<file path="config.mk">
export PLATFORM = sky130hd
export DESIGN_NAME = flash_wp_ctrl
export DESIGN_NICKNAME = d
export VERILOG_FILES = /design/src/rtl/fwp_pkg.sv /design/src/rtl/fwp_req_arbiter.sv /design/src/rtl/fwp_region_check.sv /design/src/rtl/fwp_page_check.sv /design/src/rtl/fwp_status_reg.sv /design/src/rtl/fwp_decide.sv /design/src/rtl/flash_wp_ctrl.sv
export SDC_FILE = /design/constraint.sdc
export NUM_CORES = 1
export LEC_CHECK = 0
export ABC_AREA = 1
export BUFFER_PORTS_ARGS = -buffer_cell sky130_fd_sc_hd__buf_4
export CORE_UTILIZATION = 25
export CTS_CLUSTER_SIZE = 8
export DETAILED_ROUTE_END_ITERATION = 8
export PLACE_DENSITY = 0.44
export SLEW_MARGIN = 20
export SYNTH_ARGS = -nofsm -noshare
export SYNTH_HDL_FRONTEND = slang
export SYNTH_SLANG_ARGS = --single-unit
</file>
<file path="constraint.sdc">
create_clock -name clk -period 7.25 [get_ports clk]
set_input_delay 1.45 -clock clk [delete_from_list [all_inputs] [get_ports clk]]
set_output_delay 1.45 -clock clk [all_outputs]
set_load 0.05 [all_outputs]
</file>
<file path="src/rtl/fwp_pkg.sv">
package fwp_pkg;

  typedef enum logic [2:0] {
    REQ_NONE    = 3'd0,
    REQ_PROG    = 3'd1,
    REQ_ERASE   = 3'd2,
    REQ_SR_WR   = 3'd3,
    REQ_WEL_SET = 3'd4,
    REQ_WEL_CLR = 3'd5
  } req_kind_e;

  typedef enum logic [1:0] {
    BP_NONE    = 2'b00,
    BP_QUARTER = 2'b01,
    BP_HALF    = 2'b10,
    BP_ALL     = 2'b11
  } bp_mode_e;

  localparam int NUM_STROBES = 5;

  // strobe index 0 is lowest priority, index NUM_STROBES-1 highest
  function automatic req_kind_e strobe_kind(input int idx);
    case (idx)
      0:       return REQ_PROG;
      1:       return REQ_ERASE;
      2:       return REQ_SR_WR;
      3:       return REQ_WEL_SET;
      4:       return REQ_WEL_CLR;
      default: return REQ_NONE;
    endcase
  endfunction

  function automatic logic is_write(input req_kind_e k);
    return (k == REQ_PROG) || (k == REQ_ERASE) || (k == REQ_SR_WR);
  endfunction

endpackage

</file>
<file path="src/rtl/fwp_req_arbiter.sv">
module fwp_req_arbiter
  import fwp_pkg::*;
(
  input  logic      wel_clr_i,
  input  logic      wel_set_i,
  input  logic      sr_wr_i,
  input  logic      erase_i,
  input  logic      prog_i,
  output req_kind_e kind_o
);

  logic [NUM_STROBES-1:0] strobes;
  assign strobes = {wel_clr_i, wel_set_i, sr_wr_i, erase_i, prog_i};

  // later (higher) indices override earlier ones
  always_comb begin
    kind_o = REQ_NONE;
    for (int i = 0; i < NUM_STROBES; i++) begin
      if (strobes[i]) kind_o = strobe_kind(i);
    end
  end

  always_comb begin
    AST_ARB_ONE_WINNER: assert (strobes == '0 || kind_o != REQ_NONE);
  end

endmodule

</file>
<file path="src/rtl/fwp_region_check.sv">
module fwp_region_check
  import fwp_pkg::*;
#(
  parameter int ADDR_W = 17
) (
  input  logic [1:0]        bp_i,
  input  logic [ADDR_W-1:0] addr_i,
  output logic              prot_o
);

  localparam logic [ADDR_W-1:0] HALF_BASE    = ADDR_W'(1) << (ADDR_W - 1);
  localparam logic [ADDR_W-1:0] QUARTER_BASE = HALF_BASE + (HALF_BASE >> 1);

  always_comb begin
    case (bp_mode_e'(bp_i))
      BP_NONE:    prot_o = 1'b0;
      BP_QUARTER: prot_o = (addr_i >= QUARTER_BASE);
      BP_HALF:    prot_o = (addr_i >= HALF_BASE);
      default:    prot_o = 1'b1;
    endcase
  end

  always_comb begin
    AST_REGION_NESTED: assert (!(bp_i == 2'b01 && prot_o) || addr_i >= HALF_BASE);
  end

endmodule

</file>
<file path="src/rtl/fwp_page_check.sv">
module fwp_page_check #(
  parameter int PAGE_W = 8
) (
  input  logic [PAGE_W-1:0] offset_i,
  input  logic [PAGE_W:0]   len_i,
  output logic              ok_o
);

  localparam int SUM_W = PAGE_W + 2;
  localparam logic [SUM_W-1:0] PAGE_BYTES = SUM_W'(1) << PAGE_W;

  logic [SUM_W-1:0] end_pos;

  assign end_pos = {2'b00, offset_i} + {1'b0, len_i};
  assign ok_o    = (len_i != '0) && (end_pos <= PAGE_BYTES);

  always_comb begin
    AST_PAGE_LEN_NONZERO: assert (!ok_o || len_i != '0);
  end

endmodule

</file>
<file path="src/rtl/fwp_status_reg.sv">
module fwp_status_reg
  import fwp_pkg::*;
#(
  parameter int SR_WRITE_CYCLES = 8
) (
  input  logic       clk,
  input  logic       rst,
  input  req_kind_e  kind_i,
  input  logic       busy_i,
  input  logic       sr_start_i,
  input  logic [1:0] sr_bp_i,
  input  logic       sr_wpen_i,
  output logic       wel_o,
  output logic [1:0] bp_o,
  output logic       wpen_o,
  output logic       sr_active_o,
  output logic [7:0] status_o
);

  localparam int CNT_W = $clog2(SR_WRITE_CYCLES + 1);
  localparam logic [CNT_W-1:0] CNT_LOAD = CNT_W'(SR_WRITE_CYCLES);

  logic             wel_q, wel_d;
  logic [1:0]       bp_q, bp_d, pend_bp_q, pend_bp_d;
  logic             wpen_q, wpen_d, pend_wpen_q, pend_wpen_d;
  logic [CNT_W-1:0] cnt_q, cnt_d;
  logic             busy_any;

  assign sr_active_o = (cnt_q != '0);
  assign busy_any    = busy_i | sr_active_o;

  always_comb begin
    wel_d = wel_q;
    case (kind_i)
      REQ_WEL_SET: if (!busy_any) wel_d = 1'b1;
      REQ_WEL_CLR: if (!busy_any) wel_d = 1'b0;
      REQ_SR_WR, REQ_ERASE, REQ_PROG: wel_d = 1'b0;
      default: wel_d = wel_q;
    endcase
  end

  always_comb begin
    cnt_d       = cnt_q;
    bp_d        = bp_q;
    wpen_d      = wpen_q;
    pend_bp_d   = pend_bp_q;
    pend_wpen_d = pend_wpen_q;
    if (cnt_q != '0) begin
      cnt_d = cnt_q - 1'b1;
      if (cnt_q == CNT_W'(1)) begin
        bp_d   = pend_bp_q;
        wpen_d = pend_wpen_q;
      end
    end else if (sr_start_i) begin
      cnt_d       = CNT_LOAD;
      pend_bp_d   = sr_bp_i;
      pend_wpen_d = sr_wpen_i;
    end
  end

  always_ff @(posedge clk) begin
    if (rst) begin
      wel_q       <= 1'b0;
      bp_q        <= 2'b00;
      wpen_q      <= 1'b0;
      pend_bp_q   <= 2'b00;
      pend_wpen_q <= 1'b0;
      cnt_q       <= '0;
      status_o    <= 8'h00;
    end else begin
      wel_q       <= wel_d;
      bp_q        <= bp_d;
      wpen_q      <= wpen_d;
      pend_bp_q   <= pend_bp_d;
      pend_wpen_q <= pend_wpen_d;
      cnt_q       <= cnt_d;
      status_o    <= {wpen_d, 3'b000, bp_d, wel_d, busy_i | (cnt_d != '0)};
    end
  end

  assign wel_o  = wel_q;
  assign bp_o   = bp_q;
  assign wpen_o = wpen_q;

  AST_SR_CNT_RANGE: assert property (@(posedge clk) disable iff (rst)
    cnt_q <= CNT_LOAD);
  AST_SR_HOLD_MIDCYCLE: assert property (@(posedge clk) disable iff (rst)
    (cnt_q > CNT_W'(1)) |=> ($stable(bp_q) && $stable(wpen_q)));
  AST_WEL_CLR_ON_WRITE: assert property (@(posedge clk) disable iff (rst)
    is_write(kind_i) |=> !wel_q);
  AST_WEL_IGNORED_BUSY: assert property (@(posedge clk) disable iff (rst)
    ((kind_i == REQ_WEL_SET || kind_i == REQ_WEL_CLR) && busy_any) |=> $stable(wel_q));

endmodule

</file>
<file path="src/rtl/fwp_decide.sv">
module fwp_decide
  import fwp_pkg::*;
(
  input  req_kind_e kind_i,
  input  logic      wel_i,
  input  logic      busy_any_i,
  input  logic      wpen_i,
  input  logic      wp_n_i,
  input  logic      prot_i,
  input  logic      len_ok_i,
  output logic      grant_o,
  output logic      deny_o
);

  logic allowed;

  always_comb begin
    allowed = 1'b0;
    if (!busy_any_i && wel_i) begin
      case (kind_i)
        REQ_SR_WR: allowed = !(wpen_i && !wp_n_i);
        REQ_ERASE: allowed = !prot_i;
        REQ_PROG:  allowed = !prot_i && len_ok_i;
        default:   allowed = 1'b0;
      endcase
    end
  end

  assign grant_o = is_write(kind_i) && allowed;
  assign deny_o  = is_write(kind_i) && !allowed;

endmodule

</file>
<file path="src/rtl/flash_wp_ctrl.sv">
module flash_wp_ctrl
  import fwp_pkg::*;
#(
  parameter int ADDR_W          = 17,
  parameter int PAGE_W          = 8,
  parameter int SR_WRITE_CYCLES = 8
) (
  input  logic              clk,
  input  logic              rst,
  input  logic              wp_n_i,
  input  logic              busy_i,
  input  logic              wel_set_i,
  input  logic              wel_clr_i,
  input  logic              sr_wr_i,
  input  logic [7:0]        sr_data_i,
  input  logic              erase_i,
  input  logic              prog_i,
  input  logic [ADDR_W-1:0] addr_i,
  input  logic [PAGE_W:0]   prog_len_i,
  output logic              grant_o,
  output logic              deny_o,
  output logic [7:0]        status_o
);

  req_kind_e  kind;
  logic       wel, wpen, sr_active, prot, len_ok;
  logic [1:0] bp;
  logic       grant_d, deny_d;
  logic       unused_sr_bits;

  assign unused_sr_bits = ^{sr_data_i[6:4], sr_data_i[1:0]};

  fwp_req_arbiter u_arb (
    .wel_clr_i (wel_clr_i),
    .wel_set_i (wel_set_i),
    .sr_wr_i   (sr_wr_i),
    .erase_i   (erase_i),
    .prog_i    (prog_i),
    .kind_o    (kind)
  );

  fwp_region_check #(.ADDR_W(ADDR_W)) u_region (
    .bp_i   (bp),
    .addr_i (addr_i),
    .prot_o (prot)
  );

  fwp_page_check #(.PAGE_W(PAGE_W)) u_page (
    .offset_i (addr_i[PAGE_W-1:0]),
    .len_i    (prog_len_i),
    .ok_o     (len_ok)
  );

  fwp_decide u_decide (
    .kind_i     (kind),
    .wel_i      (wel),
    .busy_any_i (busy_i | sr_active),
    .wpen_i     (wpen),
    .wp_n_i     (wp_n_i),
    .prot_i     (prot),
    .len_ok_i   (len_ok),
    .grant_o    (grant_d),
    .deny_o     (deny_d)
  );

  fwp_status_reg #(.SR_WRITE_CYCLES(SR_WRITE_CYCLES)) u_status (
    .clk         (clk),
    .rst         (rst),
    .kind_i      (kind),
    .busy_i      (busy_i),
    .sr_start_i  (grant_d && kind == REQ_SR_WR),
    .sr_bp_i     (sr_data_i[3:2]),
    .sr_wpen_i   (sr_data_i[7]),
    .wel_o       (wel),
    .bp_o        (bp),
    .wpen_o      (wpen),
    .sr_active_o (sr_active),
    .status_o    (status_o)
  );

  always_ff @(posedge clk) begin
    if (rst) begin
      grant_o <= 1'b0;
      deny_o  <= 1'b0;
    end else begin
      grant_o <= grant_d;
      deny_o  <= deny_d;
    end
  end

  AST_PULSE_EXCLUSIVE: assert property (@(posedge clk) disable iff (rst)
    !(grant_o && deny_o));
  AST_WRITE_ANSWERED: assert property (@(posedge clk) disable iff (rst)
    is_write(kind) |=> (grant_o ^ deny_o));
  AST_NO_WEL_DENY: assert property (@(posedge clk) disable iff (rst)
    (is_write(kind) && !wel) |=> deny_o);
  AST_BUSY_DENY: assert property (@(posedge clk) disable iff (rst)
    (is_write(kind) && busy_i) |=> deny_o);
  AST_WP_LOCK: assert property (@(posedge clk) disable iff (rst)
    (kind == REQ_SR_WR && wpen && !wp_n_i) |=> deny_o);
  AST_ALL_LOCKED: assert property (@(posedge clk) disable iff (rst)
    ((kind == REQ_ERASE || kind == REQ_PROG) && bp == 2'b11) |=> !grant_o);
  AST_BAD_LEN_DENY: assert property (@(posedge clk) disable iff (rst)
    (kind == REQ_PROG && !len_ok) |=> deny_o);
  AST_NO_REQ_NO_PULSE: assert property (@(posedge clk) disable iff (rst)
    !is_write(kind) |=> (!grant_o && !deny_o));

endmodule

</file>
==> flow_summary_export.csv, run 1 <==
group,metric,value,unit
outcome,status,"completed",
min_path,hp-class,"reg2reg",
floorplanning,io_pins,53,
clock_network,clock-sinks,14,
sta,finalHoldViolations,0,
global_route,grt_max_degree,15,
setup_path,cp_max_fo,10,
sta,finalMaxSlewViolations,0,
setup_path,r2r_start,"u_status.cnt_q[0]",
clock_network,clkTransAtPathRegs,60,ps
final_layout,multi_input_area,775.7,µm²
power_and_ir_drop,cellLeakagePower,0.8247,nW
routing,num_vias,1193,
yosys,synth.distinct_cells,31,
global_route,grt_overflow,0,
placement,dpl.hpwl,2265,µm
global_route,antenna_found_initial,0,
floorplanning,dieArea,0.005122,mm²
final_layout,area_delta_synth_final,30.09,%
setup_path,worstSetupEndpointType,"flip-flop",
yosys,syn_area_per_cell,6.402,µm²
sta,setup_viol,0,
clock_network,clock_latency,240,ps
clock_network,cts_resized,0,
yosys,netlist.area_leader.share,23.16,%
yosys,synthArstFlopShare,0,%
sta,fmax,0.2872,GHz
setup_path,cp-start-kind,"input port",
placement,place_congestion,0.7364,
yosys,synth_commonest_cells,"47 x nand2_1, 30 x inv_1, 27 x nor2_1",
global_route,grt_pass1_wl,4367,µm
yosys,netlist.top_cell.by_area,"dfxtp_1",
routing,postRouteAntennaNets,0,
final_layout,nFillCells,522,
routing,first_pass_iters,4,
global_route,grt.total_usage,10.55,%
final_layout,regArea,280.3,µm²
setup_path,arrival,3620,ps
final_layout,fin_nets,282,
yosys,synth_area,0.001210,mm²
sta,timing.setup.tns,0,ps
clock_network,numCtsBuffers,3,
clock_network,clock-root-buffer,"clkbuf_8",
routing,routedWlPerCell,9.604,µm
floorplanning,core-area,0.004504,mm²
placement,port_buffers,37,
yosys,synth_flop_cell,"dfxtp_1",
floorplanning,die_x,71.57,µm
sta,rsz0062_at_grt,"no",
power_and_ir_drop,power.density,238.9,mW/mm²
global_route,grt_pass1_vias,1070,
sta,timing.final.crit_share,48.03,%
setup_path,r2r-end,"u_status.status_o[0]",
clock_network,cts_tree,"yes",
final_layout,drive_gt1_share,23.89,%
setup_path,crit_required,7380,ps
setup_path,r2r_slack,5220,ps
yosys,ys_seq_area_share,23.16,%
routing,route.detailed.drc,0,
floorplanning,initial_core_util,26.86,%
placement,dp.cells,274,
clock_network,clk_path_buf_depth,2,
routing,viasPerCell,4.291,
routing,routed_wl,2670,µm
final_layout,fin_cells,278,
routing,wl_met2,1191,µm
clock_network,postCtsHoldBufs,0,
floorplanning,num_rows,24,
final_layout,antenna_cells,0,
routing,wl_met3,101,µm
yosys,synth.most_common_cell,"nand2_1",
clock_network,cts_max_level,1,
floorplanning,die_h,71.57,µm
setup_path,critPathKind,"in2reg",
yosys,synth.area.top_cells,"dfxtp_1 23%, nand2_1 15%, ha_1 11%",
sta,min_period,3482,ps
power_and_ir_drop,ir_worst_vdd,0.1307,mV
setup_path,startpoint,"addr_i[0]",
clock_network,post_cts_buffers,0,
setup_path,ff2ff_path_depth,13,
run,cap_violations,0,
yosys,synth-edff-count,0,
yosys,ys.warnings.count,0,
routing,routed.top_layer,"met4",
yosys,syn-instance-count,189,
routing,drt_iter0_markers,36,
setup_path,endpoint,"u_status.status_o[0]",
yosys,ys_ff_latch,14,
routing,met1Wirelength,1357,µm
sta,skew,3.778,ps
## flip-flops by register name (all words and copies together) (netlist names)
| register | count |
|---|---|
| u_status.pend_bp_q | 2 |
| u_status.wpen_o | 1 |
| u_status.pend_wpen_q | 1 |
| u_status.bp_o | 1 |
| u_status.status_o | 3 |
| grant_o | 1 |
| deny_o | 1 |
| u_status.cnt_q | 4 |
## report_power, final
part | internal, mW | switching, mW
clock network | 0.0480 | 0.0266
registers | 0.0938 | 0.0118
logic | 0.0754 | 0.120
## cell families (layout without fill, tap and decap cells)
group	Yosys count	count (layout)	synth area share [%]
simple gates	101	101	37.85
xor+xnor	1	1	0.7240
other cells	1	3	0.3099
buf+inv	38	73	13.34
compound gates	22	22	11.58
flops	14	14	23.16
fa+ha+maj	12	12	13.03
## per-layer routing
| layer | GRT usage [%] | vias up |
|---|---|---|
| li1 | - | 671 |
| met1 | 14.14 | 499 |
| met2 | 17.78 | 21 |
| met3 | 0.8439 | 2 |
| met4 | 3.922 | 0 |
| met5 | 0 | - |
## layout by cell type (no fill, tap or decap), types with 2 or more instances in the layout
master | netlist | final
a211oi_1 | 6 | 6
a21oi_1 | 10 | 10
buf_4 | 5 | 37
clkbuf_8 | 0 | 4
conb_1 | 1 | 3
dfxtp_1 | 14 | 14
ha_1 | 11 | 11
inv_1 | 30 | 30
nand2_1 | 47 | 47
nand2_2 | 2 | 2
nand3_1 | 13 | 13
nor2_1 | 27 | 27
nor4_1 | 2 | 2
or2_2 | 3 | 3
## critical path, stage by stage
cell	delay, ps
buf_4	110
ha_1	220
fa_1	420
or2_2	300
a21oi_1	110
nand3_1	90
nor2_1	90
nand2_1	60
nand2_1	50
nand2_1	40
nand2_1	50
nand2_1	60
nand2_2	90
nand3_4	140
nand2_2	100
nand2_1	60
nor2_2	120
a21oi_2	50
## stage by stage
step | total power, mW | hold WS (ps) | setup slack, ps | instance area, µm² | util (%)
2_1_floorplan | 0.2588 | 432.1 | 3801 | 1217 | -
3_3_place_gp | 0.3046 | 452.0 | 3456 | 1519 | 33.72
3_5_place_dp | 0.3038 | 450.4 | 3452 | 1519 | 33.72
4_1_cts | 0.3815 | 461.8 | 3730 | 1574 | 34.94
5_1_grt | 0.4078 | 486.1 | 3560 | 1574 | 34.94
6_report | 0.3760 | 461.8 | 3768 | 1574 | 34.94
## final cells by class
type                    instances  share of cell area, %
flip-flops and latches         14                  17.81
inverters                      32                  7.631
multi-input cells             139                  49.28
repair buffers                 37                  17.65
well taps                      52                  4.134
clock buffers                   4                  3.498
## how the worst min path moves through the flow
stage                                startpoint                    end  slack (ps)  depth (start not counted)
after global routing      u_status.pend_bp_q[0]  u_status.pend_bp_q[0]         490                          2
after detailed placement  u_status.pend_bp_q[0]  u_status.pend_bp_q[0]         450                          2
after CTS                 u_status.pend_bp_q[0]  u_status.pend_bp_q[0]         460                          2
after floorplan           u_status.pend_bp_q[0]  u_status.pend_bp_q[0]         430                          2
after global placement    u_status.pend_bp_q[1]  u_status.pend_bp_q[1]         450                          2
final                     u_status.pend_bp_q[0]  u_status.pend_bp_q[0]         460                          2
No activity file was read; power rests on OpenSTA's default activity.
==> run 2, diff against run 1 <==
==> constraint.sdc (replaced) <==
create_clock -name clk -period 3.5 [get_ports clk]
set_input_delay 0.7 -clock clk [delete_from_list [all_inputs] [get_ports clk]]
set_output_delay 0.7 -clock clk [all_outputs]
set_load 0.05 [all_outputs]
==> run 2 against run 1 <==
- combinational power rose by 110%
- setup slack got worse by 3000 ps
- utilization did not move
- largest power group unchanged
- power rose by 110%
- sequential cell count did not move
==> flow_summary_export.csv, run 2 (same netlist as run 1, synthesis figures left out) <==
group,metric,value,unit
outcome,status,"completed",
setup_path,r2r_start,"u_status.cnt_q[0]",
floorplanning,core-area,0.004504,mm²
clock_network,clkTransAtPathRegs,60,ps
placement,dpl.hpwl,2282,µm
floorplanning,num_rows,24,
clock_network,clock-root-buffer,"clkbuf_8",
final_layout,regArea,280.3,µm²
final_layout,regMostFlops,"u_status.cnt_q",
sta,fmax,0.3644,GHz
min_path,hold_path_end,"u_status.pend_bp_q[1]",
power_and_ir_drop,power.density,496.5,mW/mm²
routing,num_vias,1204,
clock_network,clk_path_buf_depth,2,
final_layout,post-route-util,34.94,%
setup_path,r2r_slack,1470,ps
floorplanning,die_x,71.57,µm
setup_path,ff2ff_path_depth,13,
power_and_ir_drop,ir_worst_vdd,0.3160,mV
final_layout,multi_input_area,775.7,µm²
placement,place_congestion,0.7382,
min_path,holdPathStages,2,
global_route,grt_pass1_wl,4540,µm
sta,min_period,2744,ps
final_layout,final_common_cell,"nand2_1",
sta,skew,4.168,ps
final_layout,top_regs,"u_status.cnt_q x4, u_status.status_o x3, u_status.pend_bp_q x2",
clock_network,clock-sinks,14,
sta,hold_slack,458.9,ps
setup_path,worstSetupEndpointType,"flip-flop",
sta,setup_viol,0,
global_route,grt.total_usage,11.11,%
setup_path,r2r-end,"u_status.status_o[0]",
setup_path,arrival,2880,ps
run,cap_violations,0,
floorplanning,initial_core_util,26.86,%
setup_path,critPathKind,"in2reg",
min_path,hold_start,"u_status.pend_bp_q[1]",
final_layout,fin_nets,282,
final_layout,drive_gt1_share,23.89,%
floorplanning,die_h,71.57,µm
sta,rsz0062_at_grt,"no",
clock_network,cts_tree,"yes",
global_route,grt_pass1_vias,1115,
routing,routed_wl,2723,µm
sta,timing.setup.tns,0,ps
final_layout,largest_reg_flops,4,
routing,first_pass_iters,4,
global_route,grt_overflow,0,
clock_network,cts_resized,0,
setup_path,cp_max_fo,10,
clock_network,cts_max_level,1,
clock_network,postCtsHoldBufs,0,
final_layout,nFillCells,507,
placement,port_buffers,37,
routing,route.detailed.drc,0,
routing,postRouteAntennaNets,0,
sta,setup_ws,756.1,ps
power_and_ir_drop,cellLeakagePower,0.8247,nW
floorplanning,dieArea,0.005122,mm²
setup_path,crit_required,3640,ps
global_route,antenna_found_initial,0,
global_route,grt_max_degree,15,
placement,pre_cts_slack,441.7,ps
setup_path,cp-start-kind,"input port",
sta,timing.final.crit_share,78.40,%
clock_network,numCtsBuffers,3,
final_layout,layout_common_cells,"47 x nand2_1, 37 x buf_4, 30 x inv_1, 27 x nor2_1, 14 x dfxtp_1",
routing,drt_iter0_markers,38,
final_layout,area_delta_synth_final,30.09,%
routing,viasPerCell,4.331,
final_layout,antenna_cells,0,
floorplanning,io_pins,53,
clock_network,clock_latency,240,ps
min_path,hp-class,"reg2reg",
sta,finalHoldViolations,0,
sta,finalMaxSlewViolations,0,
clock_network,post_cts_buffers,0,
routing,routedWlPerCell,9.795,µm
==> run 2: cell counts in the layout (fill, tap and decap cells not counted) <==
No cell type changed its count.
==> run 2: worst max-delay path, stage by stage <==
cell     delay, ps
buf_4          110
ha_1           220
fa_1           400
or2_2          310
a21oi_1        130
nand3_1        100
nor2_1          90
nand2_1         70
nand2_1         50
nand2_1         40
nand2_1         60
nand2_1         60
nand2_2         90
nand3_4        140
nand2_2        100
nand2_1         60
nor2_2         120
a21oi_2         50
==> run 2: through the flow <==
step                std cells  area [µm²]  total power [mW]
floorplan                 191        1217            0.5361
global placement          274        1519            0.6310
detailed placement        274        1519            0.6307
CTS                       278        1574            0.7929
global route              278        1574            0.8530
finish                    278        1574            0.7815
==> run 2: routing by layer <==
| layer | global-route usage [%] | vias up | wire (µm) | part of all wire [%] |
|---|---|---|---|---|
| met5 | 0 | - | 0 | 0 |
| met4 | 4.575 | 0 | 16 | 0.59 |
| met3 | 0.8439 | 2 | 96 | 3.5 |
| met2 | 18.52 | 21 | 1238 | 45 |
| met1 | 14.89 | 514 | 1372 | 50 |
| li1 | - | 667 | - | - |
==> run 2: area by class of cell <==
cell class              count  share of cell area [%]
multi-input cells         139                   49.28
flip-flops and latches     14                   17.81
repair buffers             37                   17.65
inverters                  32                   7.631
well taps                  52                   4.134
clock buffers               4                   3.498
==> run 2: how the worst max path moves through the flow <==
stage	startpoint	end	slack, ps	cells after the start
2_1_floorplan	addr_i[0]	u_status.status_o[0]	800	17
3_3_place_gp	addr_i[0]	u_status.status_o[0]	460	18
3_5_place_dp	addr_i[0]	u_status.status_o[0]	440	18
4_1_cts	addr_i[0]	u_status.status_o[0]	720	18
5_1_grt	addr_i[0]	u_status.status_o[0]	540	18
6_report	addr_i[0]	u_status.status_o[0]	760	18
==> run 2: where the power goes <==
part | switching (mW) | internal (mW) | total [mW]
combinational | 0.249 | 0.157 | 0.406
clock | 0.0580 | 0.0996 | 0.158
sequential | 0.0240 | 0.194 | 0.218
total | 0.331 | 0.451 | 0.781
